<file path="src/rtl/tamper_guard_pkg.sv">
package tamper_guard_pkg;
    localparam int NSRC      = 10;
    localparam int DATA_W    = 32;
    localparam int SVF_BIT   = 0;
    localparam int NVF_BIT   = 1;
    localparam int CNTEN_BIT = 3;
    localparam int FLOCK_BIT = 16;
    localparam int SLOCK_BIT = 29;
    localparam int HLOCK_BIT = 30;

    typedef enum logic [1:0] {
        ST_VALID    = 2'b00,
        ST_FAILURE  = 2'b01,
        ST_INVALID  = 2'b10,
        ST_FAIL_INV = 2'b11
    } guard_state_e;

    // status-word position of each source (firmware decodes these)
    function automatic int src_pos(input int idx);
        if (idx < 8)
            return 16 + idx;
        else if (idx == 8)
            return 2;
        else
            return 3;
    endfunction
endpackage

</file>
<file path="src/rtl/src_latch.sv">
module src_latch #(
    parameter int N = 10
) (
    input  logic         clk,
    input  logic         rst_n,
    input  logic [N-1:0] set_i,
    input  logic [N-1:0] clr_i,
    output logic [N-1:0] q_o
);
    for (genvar i = 0; i < N; i++) begin : g_bit
        always_ff @(posedge clk or negedge rst_n) begin
            if (!rst_n)
                q_o[i] <= 1'b0;
            else if (set_i[i])
                q_o[i] <= 1'b1;
            else if (clr_i[i])
                q_o[i] <= 1'b0;
        end

        // an arriving event beats a same-cycle clear
        p_evt_wins_r4: assert property (@(posedge clk) disable iff (!rst_n)
            set_i[i] |=> q_o[i]);
    end
endmodule

</file>
<file path="src/rtl/viol_fsm.sv">
module viol_fsm
    import tamper_guard_pkg::*;
(
    input  logic         clk,
    input  logic         rst_n,
    input  logic         trip_i,
    input  logic         clr_svf_i,
    input  logic         clr_nvf_i,
    input  logic         src_any_i,
    input  logic         fail_lock_i,
    output guard_state_e state_o,
    output logic         svf_o,
    output logic         nvf_o
);
    guard_state_e state_q, state_d;
    logic         svf_clear_ok;

    assign svf_clear_ok = clr_svf_i && !src_any_i && !fail_lock_i;

    always_ff @(posedge clk or negedge rst_n) begin
        if (!rst_n)
            state_q <= ST_INVALID;
        else
            state_q <= state_d;
    end

    always_comb begin
        state_d = state_q;
        if (trip_i) begin
            state_d = ST_FAIL_INV;
        end else begin
            unique case (state_q)
                ST_VALID:    state_d = ST_VALID;
                ST_INVALID:  if (clr_nvf_i) state_d = ST_VALID;
                ST_FAILURE:  if (svf_clear_ok) state_d = ST_INVALID;
                ST_FAIL_INV: begin
                    if (svf_clear_ok)
                        state_d = ST_INVALID;
                    else if (clr_nvf_i)
                        state_d = ST_FAILURE;
                end
                default:     state_d = ST_FAIL_INV;
            endcase
        end
    end

    always_comb begin
        state_o = state_q;
        svf_o   = 1'b0;
        nvf_o   = 1'b0;
        unique case (state_q)
            ST_VALID:    ;
            ST_FAILURE:  svf_o = 1'b1;
            ST_INVALID:  nvf_o = 1'b1;
            ST_FAIL_INV: begin svf_o = 1'b1; nvf_o = 1'b1; end
            default:     begin svf_o = 1'b1; nvf_o = 1'b1; end
        endcase
    end

    p_trip_fail_inv_r3: assert property (@(posedge clk) disable iff (!rst_n)
        trip_i |=> (state_q == ST_FAIL_INV));
    p_clear_blocked_r5: assert property (@(posedge clk) disable iff (!rst_n)
        (svf_o && clr_svf_i && src_any_i) |=> svf_o);
    p_flock_holds_r8: assert property (@(posedge clk) disable iff (!rst_n)
        (svf_o && fail_lock_i) |=> svf_o);
endmodule

</file>
<file path="src/rtl/tamper_guard.sv">
module tamper_guard
    import tamper_guard_pkg::*;
#(
    parameter int NUM_SRC = NSRC,
    parameter int DW      = DATA_W
) (
    input  logic               clk,
    input  logic               rst_n,
    input  logic [NUM_SRC-1:0] evt_i,
    input  logic               wr_en_i,
    input  logic [1:0]         wr_sel_i,
    input  logic [DW-1:0]      wr_data_i,
    input  logic               tcnt_wr_i,
    output logic [NUM_SRC-1:0] tamper_en_o,
    output logic [DW-1:0]      status_o,
    output logic [DW-1:0]      ctrl_o,
    output logic               viol_o,
    output logic               cnt_en_o,
    output logic               tcnt_wr_ok_o,
    output logic               wr_err_o,
    output logic               irq_o,
    output logic [1:0]         state_o
);
    localparam logic [1:0] SEL_EN   = 2'd0;
    localparam logic [1:0] SEL_STAT = 2'd1;
    localparam logic [1:0] SEL_CTRL = 2'd2;
    localparam logic [1:0] SEL_IRQ  = 2'd3;

    logic [NUM_SRC-1:0] en_q, src_q, clr_raw, clr_ok;
    logic               irqen_q, cnt_en_q, flock_q, slock_q, hlock_q, err_q;
    logic               wr_en_w, wr_stat, wr_ctrl, wr_irq, trip, src_any;
    logic               svf, nvf, err_d;
    guard_state_e       st;
    logic               unused_bits;

    assign unused_bits = ^wr_data_i;
    assign wr_en_w = wr_en_i && (wr_sel_i == SEL_EN);
    assign wr_stat = wr_en_i && (wr_sel_i == SEL_STAT);
    assign wr_ctrl = wr_en_i && (wr_sel_i == SEL_CTRL);
    assign wr_irq  = wr_en_i && (wr_sel_i == SEL_IRQ);

    always_comb begin
        for (int i = 0; i < NUM_SRC; i++)
            clr_raw[i] = wr_data_i[src_pos(i)];
    end
    assign clr_ok  = (wr_stat && !hlock_q) ? clr_raw : '0;
    assign trip    = |(evt_i & en_q);
    assign src_any = |src_q;

    src_latch #(.N(NUM_SRC)) u_latch (
        .clk   (clk),
        .rst_n (rst_n),
        .set_i (evt_i),
        .clr_i (clr_ok),
        .q_o   (src_q)
    );

    viol_fsm u_fsm (
        .clk         (clk),
        .rst_n       (rst_n),
        .trip_i      (trip),
        .clr_svf_i   (wr_stat && wr_data_i[SVF_BIT]),
        .clr_nvf_i   (wr_stat && wr_data_i[NVF_BIT]),
        .src_any_i   (src_any),
        .fail_lock_i (flock_q),
        .state_o     (st),
        .svf_o       (svf),
        .nvf_o       (nvf)
    );

    always_comb begin
        err_d = 1'b0;
        if (wr_en_w && (slock_q || hlock_q))
            err_d = 1'b1;
        if (wr_stat && hlock_q && |clr_raw)
            err_d = 1'b1;
        if (wr_stat && wr_data_i[SVF_BIT] && svf && (src_any || flock_q))
            err_d = 1'b1;
        if (wr_ctrl && wr_data_i[CNTEN_BIT] && svf)
            err_d = 1'b1;
        if (tcnt_wr_i && svf)
            err_d = 1'b1;
    end

    always_ff @(posedge clk or negedge rst_n) begin
        if (!rst_n) begin
            en_q     <= '0;
            irqen_q  <= 1'b0;
            cnt_en_q <= 1'b0;
            flock_q  <= 1'b0;
            slock_q  <= 1'b0;
            hlock_q  <= 1'b0;
            err_q    <= 1'b0;
        end else begin
            err_q <= err_d;
            if (wr_en_w && !slock_q && !hlock_q)
                en_q <= wr_data_i[NUM_SRC-1:0];
            if (wr_irq)
                irqen_q <= wr_data_i[0];
            if (trip)
                cnt_en_q <= 1'b0;
            else if (wr_ctrl && !(wr_data_i[CNTEN_BIT] && svf))
                cnt_en_q <= wr_data_i[CNTEN_BIT];
            if (wr_ctrl) begin
                flock_q <= flock_q | wr_data_i[FLOCK_BIT];
                slock_q <= slock_q | wr_data_i[SLOCK_BIT];
                hlock_q <= hlock_q | wr_data_i[HLOCK_BIT];
            end
        end
    end

    always_comb begin
        status_o = '0;
        for (int i = 0; i < NUM_SRC; i++)
            status_o[src_pos(i)] = src_q[i];
        status_o[SVF_BIT] = svf;
        status_o[NVF_BIT] = nvf;
        ctrl_o = '0;
        ctrl_o[CNTEN_BIT] = cnt_en_q;
        ctrl_o[FLOCK_BIT] = flock_q;
        ctrl_o[SLOCK_BIT] = slock_q;
        ctrl_o[HLOCK_BIT] = hlock_q;
    end

    assign tamper_en_o  = en_q;
    assign viol_o       = svf;
    assign cnt_en_o     = cnt_en_q;
    assign tcnt_wr_ok_o = tcnt_wr_i && !svf;
    assign wr_err_o     = err_q;
    assign irq_o        = svf && irqen_q;
    assign state_o      = st;

    p_cnt_off_r9: assert property (@(posedge clk) disable iff (!rst_n)
        svf |-> !cnt_en_q);
    p_tcnt_err_r11: assert property (@(posedge clk) disable iff (!rst_n)
        (tcnt_wr_i && svf) |=> wr_err_o);
    p_locks_sticky_r7: assert property (@(posedge clk) disable iff (!rst_n)
        hlock_q |=> hlock_q);
endmodule

</file>
<file path="config.mk">
export PLATFORM = sky130hd
export DESIGN_NAME = tamper_guard
export DESIGN_NICKNAME = d
export VERILOG_FILES = /design/src/rtl/tamper_guard_pkg.sv /design/src/rtl/src_latch.sv /design/src/rtl/viol_fsm.sv /design/src/rtl/tamper_guard.sv
export SDC_FILE = /design/constraint.sdc
export NUM_CORES = 1
export LEC_CHECK = 0
export BUFFER_PORTS_ARGS = -buffer_cell sky130_fd_sc_hd__buf_4
export CAP_MARGIN = 20
export CORE_MARGIN = 3
export CORE_UTILIZATION = 39
export CTS_BUF_LIST = sky130_fd_sc_hd__clkbuf_16
export DETAILED_ROUTE_END_ITERATION = 8
export GPL_TIMING_DRIVEN = 1
export MAX_ROUTING_LAYER = met4
export PLACE_DENSITY_LB_ADDON = 0.2
export SYNTH_ARGS = -nofsm -noshare
export SYNTH_HDL_FRONTEND = slang
export SYNTH_SLANG_ARGS = --single-unit
export TNS_END_PERCENT = 50
</file>
<file path="constraint.sdc">
create_clock -name clk -period 1.6 [get_ports clk]
set_input_delay 0.32 -clock clk [delete_from_list [all_inputs] [get_ports clk]]
set_output_delay 0.32 -clock clk [all_outputs]
set_load 0.03 [all_outputs]
</file>
# ---- Word-level counts from Yosys, hierarchy flattened
# Cells that the tools add are included.
dict set report word_totals {
  out_inout_bits 81
  reg_bits 28
  elab_cells 117
  input_bits 48
}
dict set report classes {
  reduce_logical 50
  mux 36
  n_bitwise 4
  n_eq_ne 9
}
# cell count
set ops {}
lappend ops {{10-bit OR reduction} 3}
lappend ops {{1-bit 2-to-1 mux} 29}
lappend ops {{1-bit logical AND} 23}
lappend ops {{2-bit nonzero test} 11}
lappend ops {{10-bit AND} 1}
lappend ops {{10-bit 2-to-1 mux} 1}
lappend ops {{2-bit 2-to-1 mux} 5}
lappend ops {{2-bit == test (second input constant)} 4}
lappend ops {{2-bit case mux with 4 select lines} 1}
lappend ops {{1-bit logical NOT} 6}
lappend ops {{3-bit by 2-bit inequality test with 1-bit output (second input constant)} 2}
lappend ops {{2-bit by 1-bit == test with 1-bit output (second input constant)} 2}
lappend ops {{2-bit logical NOT} 2}
lappend ops {{4-bit by 2-bit inequality test with 1-bit output (second input constant)} 1}
lappend ops {{2-bit OR reduction} 2}
lappend ops {{1-bit OR} 3}
lappend ops {{3-bit AND reduction} 1}
lappend ops {{1-bit logical OR} 2}

# ---- Logic depth before layout (Yosys ltp)
# Gate-level depths: netlist of the first run.
dict set report logic_depth {
  depth_word 8
  mapped_depth 5
  depth_no_buf 4
}

# ---- By module
# From an unflattened synthesis of the first run, not the netlist that was laid out.
dict set report unflattened {
  hier_cells 171
  hier_area_um2 1724.2
}
# module area_each_um2 seq_area_each_um2 instances cells_each
set by_module_without_submodules {}
lappend by_module_without_submodules {tamper_guard 1265.0 400.4 1 132}
lappend by_module_without_submodules {src_latch 362.8 250.2 1 30}
lappend by_module_without_submodules {viol_fsm 96.3 51.3 1 9}

# ---- Worst setup path before layout of the first run
# Ideal clock, no wire load.
dict set report synth_path {
  path_kind {register to output}
  from {register u_fsm.state_q[0] (netlist: u_fsm.state_o[0])}
  to {output port status_o[0]}
  arrival_time_ns 1.162
  required_time_ns 1.280
  n_path_buf 2
  path_slack_ns 0.118
  path_stages_with_launch 3
  path_cell_list {dfrtp_1 clkbuf_1 buf_4}
}
dict set report synth_between {
  elab_chain_cells 3
  elab_cells_between_ends 4
  classes_between {eq/ne (2); mux (1); reduce/logical (1)}
}
# item line_no
set synth_lines {}
lappend synth_lines {{from (decl)} viol_fsm.sv:15} ;# guard_state_e state_q, state_d;
lappend synth_lines {{from (signal assigned)} viol_fsm.sv:24} ;# state_q <= state_d;
lappend synth_lines {{2-bit by 1-bit == test with 1-bit output or 2-bit == test (tied branches)} viol_fsm.sv:51} ;# unique case (state_q)
lappend synth_lines {{2-bit OR reduction (no source line) *} n/a}
lappend synth_lines {{1-bit 2-to-1 mux *} viol_fsm.sv:51}
lappend synth_lines {{to (decl)} tamper_guard.sv:15} ;# output logic [DW-1:0] status_o,
# Mark *: on every way between the ends. The rest lies on a longest branch, timed or not.

# ---- Worst setup path after layout of the first run
dict set report layout_path {
  from {register u_fsm.state_q[0] (netlist: u_fsm.state_o[0])}
  to {output port irq_o}
}
dict set report layout_between {
  elab_chain_cells 4
  elab_cells_between_ends 5
  classes_between {eq/ne (2); mux (1); reduce/logical (2)}
}
# item line_no
set layout_lines {}
lappend layout_lines {{2-bit by 1-bit == test with 1-bit output or 2-bit == test (tied branches)} viol_fsm.sv:51}
lappend layout_lines {{2-bit OR reduction (no source line) *} n/a}
lappend layout_lines {{1-bit 2-to-1 mux *} viol_fsm.sv:51}
lappend layout_lines {{1-bit logical AND *} tamper_guard.sv:130} ;# assign irq_o = svf && irqen_q;
lappend layout_lines {{to (decl)} tamper_guard.sv:21} ;# output logic irq_o,
# Marked as above.

==> results.sh, run 1 <==
export IMPL_postCtsSetupBuffers=0
export IMPL_drt_iter0_drc=54
export IMPL_cp_max_fo=9
export IMPL_num_antenna_cells=0
export IMPL_route_met2_wl_microns=1710
export IMPL_post_place_ws_ns=0.142
export IMPL_powerDensity_mw_per_mm2=1090
export IMPL_ys_warn_count=0
export IMPL_holdBufCountCts=1
export IMPL_async_flop_share_pct=100
export IMPL_hold_class="primary input to flop"
export IMPL_h_tree_depth=1
export IMPL_fillCellCount=352
export IMPL_cts_tree="done"
export IMPL_ios=129
export IMPL_r2r_slack_ns=0.23
export IMPL_ir_worst_vdd_uv=836
export IMPL_viasPerCell=4.44
export IMPL_fin_ws_ns=0.208
export IMPL_cts_path_max_buffers=2
export IMPL_rsz0062_at_grt="false"
export IMPL_timing_final_crit_share_pct=87.0
export IMPL_cp_num_buf_inv=1
export IMPL_grt_max_degree=29
export IMPL_fin_crit_ns=1.39
export IMPL_grt_antenna_before_repair=0
export IMPL_crit_path_cell_trace="and2_1 > buf_4"
export IMPL_synth_edff_count=0
export IMPL_power_mw=2.27
export IMPL_num_rows=22
export IMPL_cts_buffers=3
export IMPL_dieArea_sq_mm=0.00502
export IMPL_p_leak_nw=0.995
export IMPL_syn_avg_cell_area_sq_um=10.4
export IMPL_holdPathStages=2
export IMPL_dpl_hpwl_microns=2910
export IMPL_yosysUniqueCellTypes=30
export IMPL_fmaxAchievable_mhz=719
export IMPL_yosysSeqAreaShare_pct=42.8
export IMPL_dr_pass1_iters=4
export IMPL_maxSlewViolCount=0
export IMPL_io_buffers=68
export IMPL_nets=271
export IMPL_dr_total_vias=1200
export IMPL_placed_cells=265
export IMPL_multiInputGateArea_sq_um=692
export IMPL_slowest_delay_ns=0.49
export IMPL_drt_antenna_violating_nets=0
export IMPL_chipWidth_microns=70.9
export IMPL_ys_ff_latch=28
export IMPL_crit_family="flip-flops"
export IMPL_grt_ovfl_total=0
export IMPL_grt_pass1_vias=1129
export IMPL_seq_area_sq_um=702
export IMPL_wl_met1_microns=1460
export IMPL_routedWlPerCell_microns=13.2
export IMPL_crit_path_end_kind="primary output"
export IMPL_reg2reg_to="cnt_en_o"
export IMPL_r2r_cells=4
export IMPL_syn_cell_area_sq_mm=0.00164
export IMPL_syn_to_final_growth_pct=27.1
export IMPL_crit_type="flop to primary output"
export IMPL_rr_startpoint="tamper_en_o[2]"
export IMPL_post_cts_resized=0
export IMPL_synth_flop_cell="dfrtp_1"
export IMPL_root_buffer="clkbuf_16"
export IMPL_post_route_drc_count=0
export IMPL_die_h_microns=70.9
export IMPL_setup_viol=0
export IMPL_cts_reportedPaths_clkPinSlew_ns=0.07
export IMPL_wirelength_microns=3580
export IMPL_slowest_stage="dfrtp_1"
export IMPL_gp_congestion=0.725
export IMPL_start_util_pct=42.6
export IMPL_critical_path_arrival_ns=1.07
export IMPL_placed_area_sq_mm=0.00197
export IMPL_maxCapViolCount=0
export IMPL_crit_start="u_fsm.state_o[0]"
export IMPL_required_ns=1.28
export IMPL_outcome="completed"
export IMPL_tns_ns=0
export IMPL_hold_violations=0
export IMPL_design_core_area_sq_mm=0.00385
export IMPL_start_kind="flop"
export IMPL_drive_gt1_share_pct=40.5
export IMPL_top_layer="met4"
export IMPL_finalNonFillerCells=270
export IMPL_syn_inst=158
export IMPL_cts_sinks=28
export IMPL_routed_wl_met3_microns=378
export IMPL_final_area_sq_mm=0.00209
export IMPL_worstHoldEndpoint="u_latch.q_o[8]"
export IMPL_grt_pass1_wl_microns=5460
export IMPL_clock_latency_ns=0.26
export IMPL_grtUsageTotal_pct=14.3
export IMPL_skew_ns=0.00445
export IMPL_hold_start="evt_i[8]"
per-stage QoR:
stage	hold WS (ns)	util, %
floorplan	0.0244	-
global placement	0.264	51.2
detailed placement	0.260	51.2
CTS	0.235	54.2
global route	0.234	54.2
finish	0.242	54.2
how the worst max path moves through the flow:
| stage | end | cells after the start | slack [ns] |
|---|---|---|---|
| 5_1_grt | irq_o | 2 | 0.13 |
| 3_5_place_dp | cnt_en_o | 5 | 0.14 |
| 4_1_cts | irq_o | 2 | 0.18 |
| 3_3_place_gp | cnt_en_o | 5 | 0.14 |
| 2_1_floorplan | status_o[0] | 2 | 0.12 |
| 6_report | irq_o | 2 | 0.21 |
worst register-to-register path: cells and delay by family, from the launching register on:
kind	cells	cell delay [ns]
AOI/OAI and AO/OA	3	0.67
DFF	1	0.40
and+or+nand+nor	1	0.26
synth_stat cells, types with 2 or more instances:
library cell	instances	area [sq um]
o21ai_0	2	10.0
buf_4	54	405
nand3_1	5	25.0
a21o_1	14	105
clkbuf_1	2	7.51
nor2_1	3	11.3
dfrtp_1	27	676
nand2_1	14	52.6
a22o_1	2	17.5
a221oi_1	2	17.5
mux2_2	11	124
nor4_1	4	25.0
cells by family (layout without fill, tap and decap cells):
group / after synthesis / count (layout) / synth area share [%]
flip-flops: 28 / 28 / 42.8
AND/OR/NAND/NOR: 37 / 37 / 12.3
multiplexers: 11 / 11 / 7.55
buffers and inverters: 57 / 74 / 25.8
other: 1 / 48 / 0.228
AO/OA/AOI/OAI: 24 / 24 / 11.3
routing by layer:
metal	vias to the layer above	track usage (%)
met4	0	3.13
met3	2	4.55
met1	557	17.9
met2	71	22.7
met5	-	-
li1	570	-
state kept, by name (all words and copies together), names as in the netlist:
| name | flops |
|---|---|
| tamper_en_o | 10 |
| u_latch.q_o | 10 |
| u_fsm.state_o | 2 |
| cnt_en_o | 1 |
| flock_q | 1 |
| hlock_q | 1 |
| irqen_q | 1 |
| slock_q | 1 |
| wr_err_o | 1 |
cell usage in the layout (no fill, tap or decap):
| master | instances |
|---|---|
| nor2_1 | 3 |
| dfstp_2 | 1 |
| mux2_2 | 11 |
| clkbuf_16 | 3 |
| buf_4 | 69 |
| a22o_1 | 2 |
| o21ai_0 | 2 |
| and3b_1 | 1 |
| nor2b_4 | 1 |
| a21o_1 | 14 |
| and2_1 | 1 |
| nand3_1 | 5 |
| a22oi_1 | 1 |
| dlygate4sd3_1 | 1 |
| nand2b_1 | 1 |
| nor2b_1 | 1 |
| nor3_1 | 1 |
| bufinv_16 | 1 |
| o221a_2 | 1 |
| conb_1 | 48 |
| nor3b_2 | 1 |
| a221oi_1 | 2 |
| nand2_2 | 1 |
| and3b_2 | 1 |
| nand2_1 | 14 |
| a32oi_1 | 1 |
| dfrtp_1 | 27 |
| o211ai_1 | 1 |
| and3_1 | 1 |
| nand3b_1 | 1 |
| nor4_1 | 4 |
where the power goes:
group	switching [mW]	total [mW]	internal (mW)	leakage [nW]
registers	0.0604	0.849	0.789	0.297
clock network	0.236	0.734	0.498	0.0511
logic	0.438	0.688	0.250	0.646
total	0.734	2.27	1.54	0.995
area by class of cell:
class	count	area share, %
clock buffers	3	3.60
clock inverters	1	1.44
multi-input cells	120	33.2
flip-flops and latches	28	33.6
well taps	48	2.88
repair buffers	70	25.3
Power figures use the tool's default switching activity.
==> run 2: changes to the inputs <==
--- a/config.mk
+++ b/config.mk
@@ -5,13 +5,14 @@
 export SDC_FILE = /design/constraint.sdc
 export NUM_CORES = 1
 export LEC_CHECK = 0
+export ABC_AREA = 1
 export BUFFER_PORTS_ARGS = -buffer_cell sky130_fd_sc_hd__buf_4
-export CAP_MARGIN = 20
 export CORE_MARGIN = 3
-export CORE_UTILIZATION = 39
+export CORE_UTILIZATION = 40
 export CTS_BUF_LIST = sky130_fd_sc_hd__clkbuf_16
 export DETAILED_ROUTE_END_ITERATION = 8
 export GPL_TIMING_DRIVEN = 1
+export HOLD_SLACK_MARGIN = 0.08
 export MAX_ROUTING_LAYER = met4
 export PLACE_DENSITY_LB_ADDON = 0.2
 export SYNTH_ARGS = -nofsm -noshare
==> results.sh, run 2 <==
export IMPL_outcome="completed"
export IMPL_cts_path_max_buffers=2
export IMPL_start_kind="flop"
export IMPL_synth_flop_cell="dfrtp_1"
export IMPL_h_tree_depth=1
export IMPL_synth_top_cell_by_area="dfrtp_1"
export IMPL_fin_hold_ws_ns=0.243
export IMPL_ys_warn_count=0
export IMPL_maxSlewViolCount=0
export IMPL_powerDensity_mw_per_mm2=763
export IMPL_grt_pass1_vias=1271
export IMPL_io_buffers=68
export IMPL_layout_common_cells="buf_4, conb_1, nand2_1"
export IMPL_drt_iter0_drc=51
export IMPL_fin_crit_ns=1.40
export IMPL_design_core_area_sq_mm=0.00412
export IMPL_root_buffer="clkbuf_16"
export IMPL_cts_sinks=28
export IMPL_dpl_hpwl_microns=3090
export IMPL_crit_path_end_kind="primary output"
export IMPL_p_leak_nw=1.19
export IMPL_placed_area_sq_mm=0.00207
export IMPL_syn_to_final_growth_pct=23.5
export IMPL_crit_start="u_fsm.state_o[0]"
export IMPL_ios=129
export IMPL_fillCellCount=415
export IMPL_grt_antenna_before_repair=0
export IMPL_synthTopCellsByArea="dfrtp_1, buf_4, nand2_1"
export IMPL_drt_antenna_violating_nets=0
export IMPL_critical_path_arrival_ns=1.08
export IMPL_skew_ns=0.000982
export IMPL_hold_class="primary input to flop"
export IMPL_syn_inst=210
export IMPL_grt_max_degree=29
export IMPL_synth_top_area_share_pct=38.6
export IMPL_tns_ns=0
export IMPL_fmaxAchievable_mhz=716
export IMPL_power_mw=1.65
export IMPL_final_area_sq_mm=0.00216
export IMPL_grtUsageTotal_pct=14.7
export IMPL_syn_cell_area_sq_mm=0.00175
export IMPL_ys_ff_latch=28
export IMPL_grt_pass1_wl_microns=5780
export IMPL_dr_total_vias=1372
export IMPL_viasPerCell=4.26
export IMPL_rsz0062_at_grt="false"
export IMPL_ir_worst_vdd_uv=689
export IMPL_num_rows=23
export IMPL_maxCapViolCount=0
export IMPL_post_cts_resized=0
export IMPL_hold_violations=0
export IMPL_dieArea_sq_mm=0.00520
export IMPL_synth_edff_count=0
export IMPL_clock_latency_ns=0.26
export IMPL_syn_avg_cell_area_sq_um=8.33
export IMPL_yosysSeqAreaShare_pct=40.1
export IMPL_timing_final_crit_share_pct=87.3
export IMPL_die_h_microns=72.1
export IMPL_final_common_cell="buf_4"
export IMPL_cts_reportedPaths_clkPinSlew_ns=0.07
export IMPL_num_antenna_cells=0
export IMPL_cp_max_fo=10
export IMPL_cts_buffers=3
export IMPL_wirelength_microns=3770
export IMPL_async_flop_share_pct=100
export IMPL_drive_gt1_share_pct=30.5
export IMPL_nets=321
export IMPL_start_util_pct=42.5
export IMPL_synth_common_cells="buf_4, nand2_1, dfrtp_1, inv_1, nor2_1"
export IMPL_crit_type="flop to primary output"
export IMPL_rr_startpoint="hlock_q"
export IMPL_hold_start="evt_i[7]"
export IMPL_cts_tree="done"
export IMPL_gp_congestion=0.783
export IMPL_yosysMostFrequentCell="buf_4"
export IMPL_setup_viol=0
export IMPL_routedWlPerCell_microns=11.7
export IMPL_grt_ovfl_total=0
export IMPL_post_route_drc_count=0
export IMPL_dr_pass1_iters=4
export IMPL_required_ns=1.28
export IMPL_yosysUniqueCellTypes=27
export IMPL_chipWidth_microns=72.1
[run 2: path summary, 6_finish.rpt]
| kind | end | cells after the start | slack, ns |
|---|---|---|---|
| worst min register to register | irqen_q | 2 | 0.49 |
| max in group asynchronous | u_fsm.state_o[1] | 2 | 0.78 |
| worst max-delay path | irq_o | 3 | 0.20 |
| worst max register to register | tamper_en_o[8] | 3 | 0.27 |
| min in group asynchronous | tamper_en_o[7] | 2 | 0.52 |
| worst min-delay path | u_latch.q_o[7] | 2 | 0.24 |
[run 2: kinds of logic after synthesis]
logic type	count (synthesis)	share of synthesized area, %
buffers and inverters	84	30.0
and+or+nand+nor	67	17.0
DFF	28	40.1
AOI/OAI and AO/OA	24	8.30
muxes	6	4.29
other	1	0.214
[run 2: timing repair]
| action | 4_1_cts | 5_1_grt |
|---|---|---|
| endpoints found under the hold margin | 27 | 0 |
| setup endpoints to repair | 0 | 0 |
| hold buffers | 1 | 0 |
| buffers inserted | 0 | 0 |
[run 2: final cells by class]
| type | instances | area, sq um | share of cell area, % |
|---|---|---|---|
| clock buffer | 3 | 75.1 | 3.48 |
| clock inverter | 1 | 3.75 | 0.174 |
| inverter | 26 | 97.6 | 4.52 |
| multi-input combinational | 145 | 698 | 32.3 |
| sequential | 28 | 702 | 32.5 |
| tap | 50 | 62.6 | 2.90 |
| timing repair buffer | 69 | 520 | 24.1 |
[run 2: metrics by stage]
| step | utilization (%) | cells | setup WS (ns) |
|---|---|---|---|
| finish | 52.5 | 322 | 0.203 |
| global route | 52.5 | 322 | 0.130 |
| CTS | 52.5 | 322 | 0.195 |
| detailed placement | 50.3 | 317 | 0.200 |
| global placement | 50.3 | 317 | 0.195 |
| floorplan | - | 257 | 0.0908 |
[run 2: power by group]
group / internal (mW) / total (mW) / switching [mW]
Clock: 0.335 / 0.569 / 0.234
Sequential: 0.723 / 0.733 / 0.00992
Combinational: 0.0944 / 0.347 / 0.252
[run 2: metal layers]
metal	up-vias	global-route usage [%]	wire length, microns
met5	-	-	0
met4	0	4.59	44
met3	4	3.32	357
met2	72	23.9	1850
met1	613	18.2	1520
li1	683	-	-
[run 2: worst max-delay path, cell delays in order, from the launching register on]
cell     delay (ns)
dfrtp_1        0.52
nand2_1        0.08
inv_1          0.06
buf_4          0.15
